## config.mk

```make
export PLATFORM = sky130hd
export DESIGN_NAME = bcs_top
export DESIGN_NICKNAME = d
export VERILOG_FILES = /design/src/rtl/bcs_pkg.sv /design/src/rtl/bcs_cfg_regs.sv /design/src/rtl/bcs_cycle_sched.sv /design/src/rtl/bcs_bus_wdog.sv /design/src/rtl/bcs_err_count.sv /design/src/rtl/bcs_top.sv
export SDC_FILE = /design/constraint.sdc
export NUM_CORES = 1
export LEC_CHECK = 0
export BUFFER_PORTS_ARGS = -buffer_cell sky130_fd_sc_hd__clkbuf_2
export CORE_MARGIN = 3
export CORE_UTILIZATION = 55
export CTS_CLUSTER_SIZE = 25
export DETAILED_ROUTE_END_ITERATION = 16
export PLACE_DENSITY_LB_ADDON = 0.3
export REMOVE_ABC_BUFFERS = 1
export SLEW_MARGIN = 15
export SYNTH_ARGS = -nofsm -noshare
export SYNTH_HDL_FRONTEND = slang
export SYNTH_SLANG_ARGS = --single-unit
```

## constraint.sdc

```tcl
create_clock -name clk -period 3.7 [get_ports clk]
set_clock_uncertainty 0.15 [all_clocks]
set_input_delay 0.74 -clock clk [delete_from_list [all_inputs] [get_ports clk]]
set_output_delay 0.74 -clock clk [all_outputs]
set_load 0.03 [all_outputs]
```

## src/rtl/bcs_pkg.sv

```systemverilog
package bcs_pkg;

    localparam int BCS_UPD_W  = 32;
    localparam int BCS_TMO_W  = 32;
    localparam int BCS_ERR_W  = 8;
    localparam int BCS_ADDR_W = 2;
    localparam int BCS_DATA_W = 32;

    typedef enum logic [BCS_ADDR_W-1:0] {
        REG_UPD_TIME = 2'd0,
        REG_BUS_TMO  = 2'd1,
        REG_ERR_MAX  = 2'd2,
        REG_FAT_CLR  = 2'd3
    } bcs_reg_e;

    typedef struct packed {
        logic [BCS_UPD_W-1:0] upd_time;
        logic [BCS_TMO_W-1:0] bus_tmo;
        logic [BCS_ERR_W-1:0] err_max;
    } bcs_cfg_t;

    typedef struct packed {
        logic tmo_load;
        logic fatal_clr;
    } bcs_evt_t;

    // True when the timer is disabled (limit zero) or has reached its limit.
    function automatic logic limit_reached(input logic [31:0] cnt, input logic [31:0] lim);
        return (lim == 32'd0) || (cnt >= lim);
    endfunction

endpackage

```

## src/rtl/bcs_cfg_regs.sv

```systemverilog
module bcs_cfg_regs
    import bcs_pkg::*;
#(
    parameter int ADDR_W = BCS_ADDR_W,
    parameter int DATA_W = BCS_DATA_W
) (
    input  logic              clk,
    input  logic              rst,
    input  logic              we,
    input  logic [ADDR_W-1:0] addr,
    input  logic [DATA_W-1:0] wdata,
    output bcs_cfg_t          cfg,
    output bcs_evt_t          evt
);

    bcs_reg_e sel;
    assign sel = bcs_reg_e'(addr);

    always_ff @(posedge clk) begin
        if (rst) begin
            cfg <= '0;
        end else if (we) begin
            case (sel)
                REG_UPD_TIME: cfg.upd_time <= wdata[BCS_UPD_W-1:0];
                REG_BUS_TMO:  cfg.bus_tmo  <= wdata[BCS_TMO_W-1:0];
                REG_ERR_MAX:  cfg.err_max  <= wdata[BCS_ERR_W-1:0];
                default:      ;
            endcase
        end
    end

    always_comb begin
        evt.tmo_load  = we && (sel == REG_BUS_TMO);
        evt.fatal_clr = we && (sel == REG_FAT_CLR);
    end

endmodule

```

## src/rtl/bcs_cycle_sched.sv

```systemverilog
module bcs_cycle_sched
    import bcs_pkg::*;
#(
    parameter int UPD_W = BCS_UPD_W
) (
    input  logic             clk,
    input  logic             rst,
    input  logic             upd_tick,
    input  logic             cycle_end,
    input  logic             proc_done,
    input  logic [UPD_W-1:0] upd_time,
    output logic             cycle_start,
    output logic             end_seen,
    output logic             proc_seen
);

    logic [UPD_W-1:0] upd_cnt;
    logic             timer_ok;
    logic             go;

    assign timer_ok = limit_reached(32'(upd_cnt), 32'(upd_time));
    assign go       = end_seen && proc_seen && timer_ok;

    always_ff @(posedge clk) begin
        if (rst) begin
            end_seen    <= 1'b1;
            proc_seen   <= 1'b1;
            upd_cnt     <= '0;
            cycle_start <= 1'b0;
        end else begin
            cycle_start <= go;
            end_seen    <= (end_seen  && !go) || cycle_end;
            proc_seen   <= (proc_seen && !go) || proc_done;
            if (go) begin
                upd_cnt <= '0;
            end else if (upd_tick && (upd_cnt < upd_time)) begin
                upd_cnt <= upd_cnt + 1'b1;
            end
        end
    end

endmodule

```

## src/rtl/bcs_bus_wdog.sv

```systemverilog
module bcs_bus_wdog
    import bcs_pkg::*;
#(
    parameter int TMO_W = BCS_TMO_W
) (
    input  logic             clk,
    input  logic             rst,
    input  logic             ms_tick,
    input  logic             valid_rpt,
    input  logic             tmo_load,
    input  logic             fatal_clr,
    input  logic [TMO_W-1:0] bus_tmo,
    output logic             fatal_err
);

    logic [TMO_W-1:0] wd_cnt;
    logic             armed;
    logic             expire;

    assign armed  = (bus_tmo != '0);
    assign expire = armed && ms_tick && !valid_rpt && !tmo_load && (wd_cnt == bus_tmo);

    always_ff @(posedge clk) begin
        if (rst) begin
            wd_cnt    <= '0;
            fatal_err <= 1'b0;
        end else begin
            if (tmo_load || valid_rpt || !armed) begin
                wd_cnt <= '0;
            end else if (ms_tick && (wd_cnt < bus_tmo)) begin
                wd_cnt <= wd_cnt + 1'b1;
            end
            if (expire) begin
                fatal_err <= 1'b1;
            end else if (fatal_clr) begin
                fatal_err <= 1'b0;
            end
        end
    end

endmodule

```

## src/rtl/bcs_err_count.sv

```systemverilog
module bcs_err_count
    import bcs_pkg::*;
#(
    parameter int ERR_W = BCS_ERR_W
) (
    input  logic             clk,
    input  logic             rst,
    input  logic             rpt,
    input  logic             ok,
    input  logic [ERR_W-1:0] err_max,
    output logic             multi_err,
    output logic             resync_req
);

    logic [ERR_W-1:0] run_cnt;

    always_ff @(posedge clk) begin
        if (rst) begin
            run_cnt    <= '0;
            multi_err  <= 1'b0;
            resync_req <= 1'b0;
        end else begin
            resync_req <= 1'b0;
            if (rpt) begin
                if (ok) begin
                    run_cnt   <= '0;
                    multi_err <= 1'b0;
                end else if (run_cnt == err_max) begin
                    run_cnt    <= '0;
                    multi_err  <= 1'b1;
                    resync_req <= 1'b1;
                end else begin
                    run_cnt <= run_cnt + 1'b1;
                end
            end
        end
    end

endmodule

```

## src/rtl/bcs_top.sv

```systemverilog
module bcs_top
    import bcs_pkg::*;
#(
    parameter int ADDR_W = BCS_ADDR_W,
    parameter int DATA_W = BCS_DATA_W
) (
    input  logic              clk,
    input  logic              rst,
    input  logic              upd_tick,
    input  logic              ms_tick,
    input  logic              cycle_end,
    input  logic              proc_done,
    input  logic              cyc_rpt,
    input  logic              cyc_ok,
    input  logic              cfg_we,
    input  logic [ADDR_W-1:0] cfg_addr,
    input  logic [DATA_W-1:0] cfg_wdata,
    output logic              cycle_start,
    output logic              fatal_err,
    output logic              multi_err,
    output logic              resync_req
);

    bcs_cfg_t             cfg;
    bcs_evt_t             evt;
    logic                 end_seen;
    logic                 proc_seen;
    logic [BCS_TMO_W-1:0] tmo_val;

    assign tmo_val = cfg.bus_tmo;

    bcs_cfg_regs #(.ADDR_W(ADDR_W), .DATA_W(DATA_W)) u_regs (
        .clk   (clk),
        .rst   (rst),
        .we    (cfg_we),
        .addr  (cfg_addr),
        .wdata (cfg_wdata),
        .cfg   (cfg),
        .evt   (evt)
    );

    bcs_cycle_sched #(.UPD_W(BCS_UPD_W)) u_sched (
        .clk         (clk),
        .rst         (rst),
        .upd_tick    (upd_tick),
        .cycle_end   (cycle_end),
        .proc_done   (proc_done),
        .upd_time    (cfg.upd_time),
        .cycle_start (cycle_start),
        .end_seen    (end_seen),
        .proc_seen   (proc_seen)
    );

    bcs_bus_wdog #(.TMO_W(BCS_TMO_W)) u_wdog (
        .clk       (clk),
        .rst       (rst),
        .ms_tick   (ms_tick),
        .valid_rpt (cyc_rpt && cyc_ok),
        .tmo_load  (evt.tmo_load),
        .fatal_clr (evt.fatal_clr),
        .bus_tmo   (tmo_val),
        .fatal_err (fatal_err)
    );

    bcs_err_count #(.ERR_W(BCS_ERR_W)) u_errs (
        .clk        (clk),
        .rst        (rst),
        .rpt        (cyc_rpt),
        .ok         (cyc_ok),
        .err_max    (cfg.err_max),
        .multi_err  (multi_err),
        .resync_req (resync_req)
    );

endmodule

```

==> results.md, run 1 <==
- Status: finished clean
- Rel. slew slack: 0.491
- Skew-Pair Late Insertion Delay: between 0.4 and 0.5 ns
- Hold path startpoint: u_regs.cfg[30]$_SDFFE_PP0P_
- Max-slew violation count: 0
- Post-Syn Area: 8070 µm²
- Die outline width: 127 µm
- Die H: 127 µm
- Max-cap violations: 0
- Mapped Cells: ~1,000
- Min Hold Slack: 0.318 ns
- Synth unique cells: 57
- GR Overflow Total: 0
- Starting DRT DRC Count: 564
- Inserted Diodes: 0
- Met2 wire length: ~8600 µm
- Yosys warning count: 0
- Final core utilization: 0.637
- Pre-Repair DR Iteration Count: 6
- RSZ-0062 raised after global routing: false
- Vias in the first global route: 6,711
- Most used cell, CP: a21oi_1
- DR WL/cell: approximately 16 µm
- Setup TNS: 0 ns
- Slowest CP cell: or3_4
- Initial antenna violation count: 0
- Global-route wire length before repair: around 32,000 µm
- Hold_buf cts: 0
- Hold Violations, Final: 0
- Via count: ~7,200
- Final setup violating endpoints: 0
- # IOs: 47
- Asr flop ratio synth: 0
- Post-synth EDFFs: 0
- Row Count: 43
- Initial Utilization: 0.573
- CTS Buf Count: 17
- LEAKAGE: 0.00325 µW
- Largest net degree at the start of global routing: between 50 and 60
- Clock H-tree levels: 4
- Via density: about 5.9
- TritonCTS clock tree: yes
- Crit path from: u_regs.cfg[33]$_SDFFE_PP0P_
- I/O Buffers: 46
- Gr usage total: 0.245
- Setup crit end kind: register
- DR WL met3: about 1100 µm
- WP data arrival: roughly 3.3 ns
- HP Class: reg2reg
- Worst-Margin Slew: between 0.7 and 0.8 ns
- DIE AREA: ~16,000 µm²
- Post-route antenna net violation count: 0
- Crit share post-route: 0.850
- Avg Inst Size Synth: 7.95 µm²
- DRC viols: 0
- Worst path max stage delay: between 0.6 and 0.7 ns
- CTS resizes: 0
- WL final: ~19,000 µm
- Fin cells: about 1,200
- Filler Cell Count: ~1,200
- HPWL after detailed placement: roughly 14,000 µm
- Crit path launch type: register
- Core box area: between 10,000 and 15,000 µm²
- CTS root buf: clkbuf_16
- CP max FO: 48
- Worst setup path category: reg2reg
- Setup Buffers After CTS: 0
- Critical path buffers and inverters: 1
- Peak VDD IR: approximately 0.33 mV
- Placed insts: roughly 1,200
- Gpl congestion: between 0.8 and 0.9
- Seq/Total Area, Yosys: 0.372
- Top_reg_cell synth: dfxtp_1
- CTS max path bufs: 2
- CP top delay family: simple AND/OR/NAND/NOR gates
- Sink Count: 150
- Clock period minus worst slack: approximately 3.1 ns
- Worst-path clk slew: approximately 0.060 ns
- Fmax: 318 MHz
- Share of cells above drive strength 1: 0.100
- M1 WL: 9260 µm
- Ordered list of cells on the worst path: inv_1 > ha_1 > a21oi_1 > nor2_1 > a211oi_1 > o2111ai_1 > or3_4 > or4_1 > a21oi_1
- Register bit total from synthesis: 150
- WP data required: 3.90 ns
- PwrDens: ~430 nW/µm²
- DR top layer: met4
- Worst r2r src: u_regs.cfg[33]$_SDFFE_PP0P_
- Syn-to-layout area delta: 11.2%
- Nets: 1,150
## worst min-delay path: stages, from the launching register on
cell	delay [ns]
dfxtp_1	0.31
nand2_1	0.05
a21oi_1	0.05
## synth_stat cells, types with 17 or more instances
cell type	n	area, µm²
nor2_1	68	255
inv_1	70	263
nand3_1	37	185
clkbuf_1	39	146
dfxtp_1	150	3000
o21ai_0	17	85.1
nand2_1	182	683
a21oi_1	120	601
ha_1	67	838
nor4_1	43	269
nand4_1	26	163
xnor2_1	44	385
## worst paths after layout
check | endpoint | slack [ns] | cells past startpoint
hold / removal | u_regs.cfg[30]$_SDFFE_PP0P_ | 0.32 | 2
setup reg to reg | u_wdog.wd_cnt[10]$_SDFFE_PP0P_ | 0.56 | 9
hold reg to reg | u_regs.cfg[30]$_SDFFE_PP0P_ | 0.32 | 2
setup / recovery | u_wdog.wd_cnt[10]$_SDFFE_PP0P_ | 0.56 | 9
## final cells by class
class                      count  area, µm²  area share
timing repair buffer          54        290      0.0323
tap                          180        225      0.0251
inverter                      70        263      0.0293
multi-input combinational    747       4600       0.512
sequential                   150       3000       0.335
clock buffer                  20        467      0.0520
clock inverter                 9        128      0.0142
## state kept, by name, summed over array words and instances (netlist names)
| name | flops |
|---|---|
| u_wdog.fatal_err | 1 |
| u_wdog.wd_cnt | 32 |
| u_errs.run_cnt | 8 |
| u_sched.cycle_start | 1 |
| u_errs.resync_req | 1 |
| u_errs.multi_err | 1 |
| u_sched.end_seen | 1 |
| u_sched.proc_seen | 1 |
| u_sched.upd_cnt | 32 |
| u_regs.cfg | 72 |
## layer usage
metal,up-vias,global-route usage
li1,3616,-
met1,3398,0.343
met2,190,0.380
met3,31,0.0569
met4,0,0.0681
met5,-,0
## cell usage in the layout (no fill, tap or decap), drive strengths merged, types with 5 or more instances in the layout
cell,synthesis,layout
a21oi,120,120
nand3,37,37
or3,12,12
mux2i,9,9
nand4,26,26
and2,5,5
ha,67,67
or4,13,13
o41ai,6,6
and4,9,9
o31ai,12,12
or4b,5,5
inv,70,70
buf,9,8
nor2,68,68
nor4,44,44
clkinv,0,6
nor3,11,11
xnor2,44,44
dfxtp,150,150
nand2,182,182
and3,12,12
o21ai,18,18
clkbuf,40,66
## logic make-up (layout without fill, tap and decap cells)
| family | count (synthesis) | in the layout | share of synthesized area |
|---|---|---|---|
| buf+inv | 119 | 153 | 0.0595 |
| mux | 10 | 10 | 0.0126 |
| xor+xnor | 48 | 48 | 0.0521 |
| simple gates | 445 | 445 | 0.273 |
| fa+ha+maj | 67 | 67 | 0.104 |
| compound gates | 177 | 177 | 0.127 |
| flops | 150 | 150 | 0.372 |
## report_power, final
group          switching [µW]  internal, µW
clock                     664          1100
combinational             273           135
sequential               36.1          1660
total                     974          2890
## metrics by stage
stage / total power (µW) / worst slack (ns) / instance area [µm²]
4_1_cts: 3880 / 0.563 / 8970
3_3_place_gp: 2120 / 0.692 / 8380
6_report: 3860 / 0.556 / 8970
5_1_grt: 4010 / 0.312 / 8970
2_1_floorplan: 1970 / 0.660 / 7860
3_5_place_dp: 2130 / 0.615 / 8380
Note: power is estimated with default switching activity, not from simulation.
==> inputs of run 2 (changes only) <==
- clock period: 3.7 -> 3 ns (I/O delays scaled with it)
==> run 2 against run 1 <==
Net effect: cell area rose by 2.7%; worst setup slack lost 0.47 ns; routed wire length is 5.2% higher; flip-flop and latch count stayed put; clock power up 26%; count of clock-buffer cells in the layout is the same; combinational power is 33% higher; fmax increased by 7.8%; largest power group unchanged; first-iteration DRC count increased by 13%; highest routed layer unchanged; sequential power rose by 24%; sequential share of layout area shrank 0.89 points; die area did not move.
==> results.md, run 2 (same netlist as run 1, synthesis figures left out) <==
- Syn-to-layout area delta: 14.2%
- # IOs: 47 (unchanged)
- Clock H-tree levels: 4 (unchanged)
- Worst hold stages: 2 (unchanged)
- Initial Utilization: 0.573 (unchanged)
- DRC viols: 0 (unchanged)
- Regs by FF count: u_regs.cfg (72), u_sched.upd_cnt (32), u_wdog.wd_cnt (32)
- CP max FO: 6 (-88%)
- Fmax: 343 MHz (+7.8%)
- Hold_buf cts: 0 (unchanged)
- Final setup violating endpoints: 0 (unchanged)
- Clock period minus worst slack: 2.92 ns (-0.228 ns)
- Max-cap violations: 0 (unchanged)
- WHS Endpoint: u_sched.proc_seen$_SDFF_PP1_
- Most frequent cells in the layout: 182 x nand2_1, 150 x dfxtp_1, 119 x a21oi_1
- WP data required: 3.20 ns (-0.70 ns)
- Worst r2r src: u_regs.cfg[9]$_SDFFE_PP0P_
- TritonCTS clock tree: yes
- Gr usage total: 0.249 (+0.00488)
- Register share of total power: 0.431 (-0.007)
- Hold Violations, Final: 0 (unchanged)
- DR WL/cell: 16.2 µm (+3.2%)
- Sequential Area: 3000 µm² (unchanged)
- Multi-input logic area: 4670 µm² (+1.6%)
- Largest Register: u_regs.cfg
- CTS max path bufs: 2 (unchanged)
- Fin cells: 1,254 (+2.0%)
- Initial antenna violation count: 0 (unchanged)
- WP data arrival: 3.12 ns (-0.22 ns)
- CTS Buf Count: 17 (unchanged)
- Inserted Diodes: 0 (unchanged)
- I/O Buffers: 46 (unchanged)
- Worst setup path category: reg2reg
- Pre-Repair DR Iteration Count: 5 (-1)
- R2r endpoint: u_wdog.wd_cnt[27]$_SDFFE_PP0P_
- Die outline width: 127 µm (unchanged)
- Max-slew violation count: 0 (unchanged)
- Cell internal pwr: 3580 µW (+24%)
- Total power: 4850 µW (+26%)
- Final Instance Area: 9220 µm² (+2.7%)
- Starting DRT DRC Count: 635 (+13%)
- Core box area: 14,100 µm² (unchanged)
- Most common cell after layout, fill and taps aside: nand2_1
- Max reg flops: 72 (unchanged)
- Worst-Margin Slew: 0.635 ns (-0.121 ns)
- WL final: 20,400 µm (+5.2%)
- HP Class: in2reg
- Nets: 1,171 (+1.8%)
- Setup TNS: 0 ns (unchanged)
- Peak VDD IR: 0.451 mV (+39%)
- Via count: 7,400 (+2.3%)
- CTS root buf: clkbuf_16
- Crit share post-route: 0.972 (+0.122)
- Filler Cell Count: 1,233 (-0.80%)
- Vias in the first global route: 6,698 (-0.19%)
- Share of cells above drive strength 1: 0.126 (+0.0257)
- LEAKAGE: 0.00337 µW (+3.6%)
- Skew-Pair Late Insertion Delay: 0.43 ns (about the same)
- GR Overflow Total: 0 (unchanged)
- Worst-path clk slew: 0.06 ns (about the same)
- Largest net degree at the start of global routing: 84 (+58%)
- DIE AREA: 16,200 µm² (unchanged)
- RSZ-0062 raised after global routing: true
- Row Count: 43 (unchanged)
- Reg2Reg Setup Slack: 0.08 ns (-0.47 ns)
- Gpl congestion: 0.860 (+3.1%)
- Placed insts: 1,217 (+1.3%)
- Post-route antenna net violation count: 0 (unchanged)
- Placed Area: 8510 µm² (+1.6%)
- HPWL after detailed placement: 14,200 µm (+2.2%)
- Crit path launch type: register
- Comb pwr share: 0.112 (+0.006)
- Global-route wire length before repair: 32,700 µm (+1.2%)
- PwrDens: 526 nW/µm² (+22%)
- Setup crit end kind: register
- Psw: 1270 µW (+30%)
- Die H: 127 µm (unchanged)
- Status: finished clean
- Reg2Reg Depth: 10 (+1)
- Clock Power Share: 0.457 (about the same)
- Sink Count: 150 (unchanged)
- Switch share: 0.262 (+0.00997)
- Rel. slew slack: 0.577 (+0.0853)
- Via density: 5.90 (+0.32%)
- Hold path startpoint: proc_done
-- run 2: how the worst max path moves through the flow --
| stage | from | to | slack, ns | cells past startpoint |
|---|---|---|---|---|
| 2_1_floorplan | u_regs.cfg[54]$_SDFFE_PP0P_ | u_sched.upd_cnt[1]$_SDFFE_PP0P_ | -0.04 | 9 |
| 3_3_place_gp | u_regs.cfg[30]$_SDFFE_PP0P_ | u_wdog.wd_cnt[24]$_SDFFE_PP0P_ | 0.07 | 9 |
| 4_1_cts | u_regs.cfg[9]$_SDFFE_PP0P_ | u_wdog.wd_cnt[11]$_SDFFE_PP0P_ | 0.01 | 9 |
| 3_5_place_dp | u_regs.cfg[9]$_SDFFE_PP0P_ | u_wdog.wd_cnt[26]$_SDFFE_PP0P_ | 0.01 | 9 |
| 5_1_grt | u_regs.cfg[33]$_SDFFE_PP0P_ | u_wdog.wd_cnt[28]$_SDFFE_PP0P_ | -0.04 | 9 |
| 6_report | u_regs.cfg[9]$_SDFFE_PP0P_ | u_wdog.wd_cnt[27]$_SDFFE_PP0P_ | 0.08 | 10 |
-- run 2: layout make-up --
cell class,instances,share of cell area
multi-input cells,749,0.507
repair buffers,73,0.0483
flip-flops and latches,150,0.326
well taps,180,0.0244
clock inverters,12,0.0166
clock buffers,20,0.0495
inverters,70,0.0285
-- run 2: what timing repair did --
item,4_1_cts,5_1_grt
gates resized for setup,0,10
cloned,1,1
buffers inserted,0,3
pin swaps,0,1
endpoints found under the setup margin,2,58
-- run 2: critical path: stages, from the launching register on --
cell      delay, ns
dfxtp_1        0.36
inv_1          0.05
ha_1           0.30
nor2b_1        0.14
o211ai_1       0.17
a21oi_1        0.12
o31a_1         0.36
nor4_2         0.25
buf_4          0.20
or4b_2         0.59
a21oi_1        0.17
-- run 2: routing by layer --
| metal | wire [µm] | GRT usage | vias up | share of wire |
|---|---|---|---|---|
| li1 | - | - | 3667 | - |
| met1 | 9460 | 0.354 | 3459 | 0.46 |
| met2 | 9030 | 0.372 | 223 | 0.44 |
| met3 | 1360 | 0.0573 | 51 | 0.067 |
| met4 | 495 | 0.0909 | 0 | 0.024 |
| met5 | 0 | 0 | - | 0 |
-- run 2: through the flow --
step | util | setup slack, ns | hold WS [ns]
2_1_floorplan | - | -0.0400 | 0.293
3_3_place_gp | 0.604 | 0.0717 | 0.311
3_5_place_dp | 0.604 | 0.0144 | 0.314
4_1_cts | 0.648 | 0.0148 | 0.192
5_1_grt | 0.654 | -0.0445 | 0.226
6_report | 0.654 | 0.0839 | 0.207
-- run 2: power by group through the flow --
stage / Sequential, µW / Combinational, µW / Clock [µW]
CTS: 2090 / 505 / 2240
detailed placement: 2130 / 495 / 0
floorplan: 2130 / 302 / 0
finish: 2090 / 544 / 2210
global placement: 2130 / 488 / 0
global route: 2090 / 602 / 2320
